File: src/rtl/lru_matrix_tracker.sv
module lru_matrix_tracker #(
  parameter int WAYS = 4,
  parameter int SETS = 8,
  localparam int WAY_W = (WAYS > 1) ? $clog2(WAYS) : 1,
  localparam int SET_W = (SETS > 1) ? $clog2(SETS) : 1
) (
  input  logic             clk,
  input  logic             rst_n,
  input  logic             touch_valid,
  input  logic [SET_W-1:0] touch_set,
  input  logic [WAY_W-1:0] touch_way,
  input  logic [SET_W-1:0] query_set,
  output logic [WAY_W-1:0] victim_way,
  output logic [WAYS-1:0]  victim_onehot
);

  // mat_q[s][r][c] = 1 : way r used more recently than way c in set s
  logic [WAYS-1:0] mat_q [SETS][WAYS];

  always_ff @(posedge clk or negedge rst_n) begin
    if (!rst_n) begin
      for (int s = 0; s < SETS; s++)
        for (int r = 0; r < WAYS; r++)
          for (int c = 0; c < WAYS; c++)
            mat_q[s][r][c] <= (c < r);
    end else if (touch_valid) begin
      for (int r = 0; r < WAYS; r++)
        for (int c = 0; c < WAYS; c++)
          if (c == int'(touch_way))
            mat_q[touch_set][r][c] <= 1'b0;
          else if (r == int'(touch_way))
            mat_q[touch_set][r][c] <= 1'b1;
    end
  end

  always_comb begin
    for (int r = 0; r < WAYS; r++)
      victim_onehot[r] = ~|mat_q[query_set][r];
  end

  always_comb begin
    victim_way = '0;
    for (int r = 0; r < WAYS; r++)
      if (victim_onehot[r]) victim_way = WAY_W'(r);
  end

  a_r7_single_victim: assert property (@(posedge clk) disable iff (!rst_n)
    $countones(victim_onehot) == 1);

  a_r1_reset_victim: assert property (@(posedge clk) disable iff (!rst_n)
    !$past(rst_n) |-> victim_way == '0);

  a_r4_touched_not_victim: assert property (@(posedge clk) disable iff (!rst_n)
    touch_valid |=> (query_set != $past(touch_set)) || (victim_way != $past(touch_way)) || (WAYS == 1));

  a_r9_quiet_stable: assert property (@(posedge clk) disable iff (!rst_n)
    (!touch_valid || touch_set != query_set) |=> (!$stable(query_set) || $stable(victim_way)));

endmodule

File: config.mk
export PLATFORM = sky130hd
export DESIGN_NAME = lru_matrix_tracker
export DESIGN_NICKNAME = d
export VERILOG_FILES = /design/src/rtl/lru_matrix_tracker.sv
export SDC_FILE = /design/constraint.sdc
export NUM_CORES = 1
export LEC_CHECK = 0
export BUFFER_PORTS_ARGS = -buffer_cell sky130_fd_sc_hd__buf_2
export CORE_ASPECT_RATIO = 2
export CORE_MARGIN = 3
export CORE_UTILIZATION = 60
export CTS_CLUSTER_DIAMETER = 150
export DETAILED_ROUTE_END_ITERATION = 10
export PLACE_DENSITY = 0.77
export SKIP_LAST_GASP = 1
export SLEW_MARGIN = 20
export SYNTH_ARGS = -nofsm -noshare
export SYNTH_HDL_FRONTEND = slang
export SYNTH_SLANG_ARGS = --single-unit
File: constraint.sdc
create_clock -name clk -period 5.6 [get_ports clk]
set_input_delay 1.12 -clock clk [delete_from_list [all_inputs] [get_ports clk]]
set_output_delay 1.12 -clock clk [all_outputs]
set_load 0.03 [all_outputs]
# == Word-level counts from Yosys, hierarchy flattened ==
# Index checks and enable logic that the tools add are counted.
# classes
bitwise,46
n_mux,81
reduce_logical,10
addsub,0
n_div,0
magnitude_cmp,3
eq_ne,3
mul,0
n_shift,0
# ops
op,n
two-way mux 128 bit,43
AND 128 bit,16
NOT 128 bit,16
OR 128 bit,12
demux 16 bit (select 3 bit),16
binary-select mux 16 bit (select 3 bit),1
two-way mux 16 bit,3
OR reduction 4 bit,4
two-way mux 15 bit,1
two-way mux 14 bit,1
two-way mux 13 bit,1
two-way mux 12 bit,1
two-way mux 11 bit,1
two-way mux 10 bit,1
two-way mux 9 bit,1
greater-or-equal comparator 4 bit (second input constant),2
two-way mux 8 bit,1
NOT 3 -> 4 bit,2
two-way mux 7 bit,1
two-way mux 2 bit,3
two-way mux 6 bit,1
two-way mux 5 bit,1
equality test 2 bit (first input constant),2
zero test 1 bit,4
other kinds (7),8
# word_totals
regBits,128
latchBits,0
mem_bits_rw,0
out_inout_bits,6
n_memories,0
in_bits,11
rom_bits,0

# == Logic depth before layout (Yosys ltp) ==
# depth
word_depth,65
ltp_mapped,6

# == Least setup slack after synthesis ==
# OpenSTA, ideal clock, no wires.
# synth_timing
kind,input to output
startpoint,input port query_set[0]
endpoint,output port victim_way[0]
required_time_ps,4480
arrival_ps,2637
stages,3
path_buffers,0
slack_ps,1843
cell_sequence,mux4_1 -> mux2_2 -> o41ai_2
# synth_between
elab_chain_cells,8
# synth_rtl
element,line_no,source
"start, declared",12,"input logic [SET_W-1:0] query_set,"
NOT 3 -> 4 bit (not written as such) (*),38,victim_onehot[r] = ~|mat_q[query_set][r];
binary-select mux 16 bit (select 3 bit) (*),38,
two-way mux 16 bit (not written as such) (*) (2 in series),38,
OR reduction 4 bit,38,
two-way mux 1 bit,44,if (victim_onehot[r]) victim_way = WAY_W'(r);
two-way mux 2 bit,44,
two-way mux 2 bit (*),44,
"end, declared",13,"output logic [WAY_W-1:0] victim_way,"
# Every way passes the cells marked *; elsewhere a longest branch is shown, timed or not. The select of a mux whose other input is x is not followed.

# == Worst setup path after layout ==
# Ends and elaborated chain as after synthesis.

==> reports/results.txt <==
Post-synthesis cell area: 0.005344 sq mm
Area Growth Syn to Fin: 14.00%
Setup_tns: 0 ns
Final worst setup slack: 1.744 ns
Row count: 48
Later-pin clock latency in the skew report: 0.41 ns
DRC: 0
Crit end category: primary output
TritonRoute pass-1 iters: 4
Most frequent cells in the layout: 80 x nand2_1, 80 x dfrtp_1, 64 x o21a_1
Post-synth top area share: 37.46%
Pins Over Slew Limit: 0
Clock power frac: 40.1%
WP data arrival: 2.74 ns
Peak VDD IR: 0.2632 mV
Post-CTS Setup Bufs: 0
Initial antenna violation count: 0
Post-DP HPWL: 8.124 mm
Final Skew: 0 ns
PwrDens: 453.6 mW/mm^2
Die X: 72.73 um
Io pins: 17
Core Region: 0.008648 sq mm
# fillers: 606
Share of layout cells above drive strength 1: 19.72%
Syn Area/Cell: 11.39 sq um
Port buffer count: 16
Wire length per cell: 20.39 um
Sw Share: 25.03%
Sequential-to-total area share from yosys stat: 61.06%
Status: completed
Final #Nets: 504
Synth async-reset ratio: 100.0%
Synthesis-stage register bit count: 128
Finished Cell Area: 0.006092 sq mm
Die Y: 139.5 um
Seq pwr share: 45.7%
# H-tree levels: 4
F_max: 259.3 MHz
CP Launch Type: input port
Final ANT Viol Nets: 0
Max_cap viols: 0
Num CTS Buffers: 17
CTS clock-pin slew for the worst setup and hold paths: 0.05 ns
Gate power share: 14.3%
Number of DRC markers in iteration 0: 233
Top FF cell, synth: dfrtp_1
Leakage: 0.002814 uW
Cell taking the most area after synthesis: dfrtp_1
Pin count of the biggest net entering global routing: 61
Synth warnings: 0
Fin crit period: 3.856 ns
EDFF count, synth: 0
Post-placement setup slack: 1.752 ns
RSZ-0062 raised after global routing: false
Max clock buf depth: 2
CTS tree: yes
Root Buffer Master: clkbuf_16
Post_cts resized: 0
CTS Sinks: 128
Total track usage: 27.12%
Synth top area cells: dfrtp_1 37%, dfstp_2 24%, o21a_1 9.0%
Detailed Route WL: 12.28 mm
Cells after Synth: 469
Final Hold Vio Count: 0
Number of global-route vias before repair: 3979
Die area: 0.01014 sq mm
Congestion Overflow GR: 0
Synth unique cells: 31
Final critical-path share of the clock period: 68.86%
Syn nets: 484
Final setup violation count: 0
Crit Path Class: in -> out
Critical path data required time: 4.48 ns
First-pass GRT wire length: 20.25 mm
CP Max Fanout: 13
Pint: 2072 uW
Psw: 691.6 uW
Hold buffers post-CTS: 0
HP Class: reg -> reg
GP Congestion: 0.8612
Initial Util: 61.79%
Cell Area, Placed: 0.005495 sq mm
Measured slew at the worst slew-check pin: 1.026 ns
ANT cells: 0
Max-Slew Margin vs Limit: 31.61%
Via Count: 3735
Drt via density: 6.204
## logic make-up (layout without fill, tap and decap cells)
group	count (synthesis)	after routing	synth area share, %
muxes	8	8	3.208
DFF	128	128	61.06
AOI/OAI and AO/OA	102	102	13.02
adders and majority gates	4	4	0.9366
buffers and inverters	22	55	1.756
and+or+nand+nor	205	205	20.02
## final cells by class
type                       count  area [sq um]  share of cell area (%)
multi-input combinational    319          1989                   32.66
clock inverter                 6         105.1                   1.725
clock buffer                  26         489.2                   8.030
timing repair buffer          19         105.1                   1.725
inverter                       4         15.01                  0.2465
tap                          100         125.1                   2.054
sequential                   128          3263                   53.56
## worst max-delay path: stages
cell,delay (ns)
buf_2,0.25
mux4_1,0.59
mux2_2,0.31
o41ai_2,0.22
buf_2,0.25
## routing by layer
layer | global-route usage, % | vias to the layer above | wire (um) | share of wire [%]
met3 | 6.580 | 32 | 666 | 5.4
met5 | 0 | - | 0 | 0
met1 | 33.43 | 1890 | 4666 | 38
li1 | - | 1697 | - | -
met4 | 15.37 | 0 | 514 | 4.2
met2 | 42.90 | 116 | 6427 | 52
## worst paths after layout
path	from	end	slack, ns	cells after the start
min	flip-flop	flip-flop	0.48	2
min reg2reg	flip-flop	flip-flop	0.48	2
max reg2reg	flip-flop	flip-flop	4.81	2
max	query_set[0]	victim_way[0]	1.74	5
min in group asynchronous	rst_n	mat_q[41]	0.76	1
max in group asynchronous	rst_n	asynchronous set/reset pin	3.86	2
## through the flow
step	util, %	hold slack [ns]	cells	total power [uW]
after global placement	63.54	0.4647	570	1645
after global routing	70.44	0.4963	602	2878
after CTS	70.41	0.4831	602	2779
final	70.44	0.4807	602	2763
after detailed placement	63.54	0.4747	570	1669
after floorplan	-	0.4430	469	1519
## synthesized netlist by cell type, types with 4 or more instances
cell      count
inv_1         4
ha_1          4
dfrtp_1      80
nor2_1        4
mux4_1        4
and3_1       34
o21a_1       64
dfstp_2      48
and2_1       10
nand2_1      80
clkbuf_1     16
nand3_1       4
nor2b_1      35
nor3_1        5
o21ai_0      32
nor4_1       27
## power groups by stage
stage | Sequential [uW] | Combinational [uW] | Clock [uW]
CTS | 1260 | 398 | 1120
global placement | 1260 | 382 | 0
global route | 1280 | 435 | 1160
floorplan | 1240 | 281 | 0
detailed placement | 1270 | 396 | 0
finish | 1260 | 394 | 1110
(Power assumes the default switching activity.)
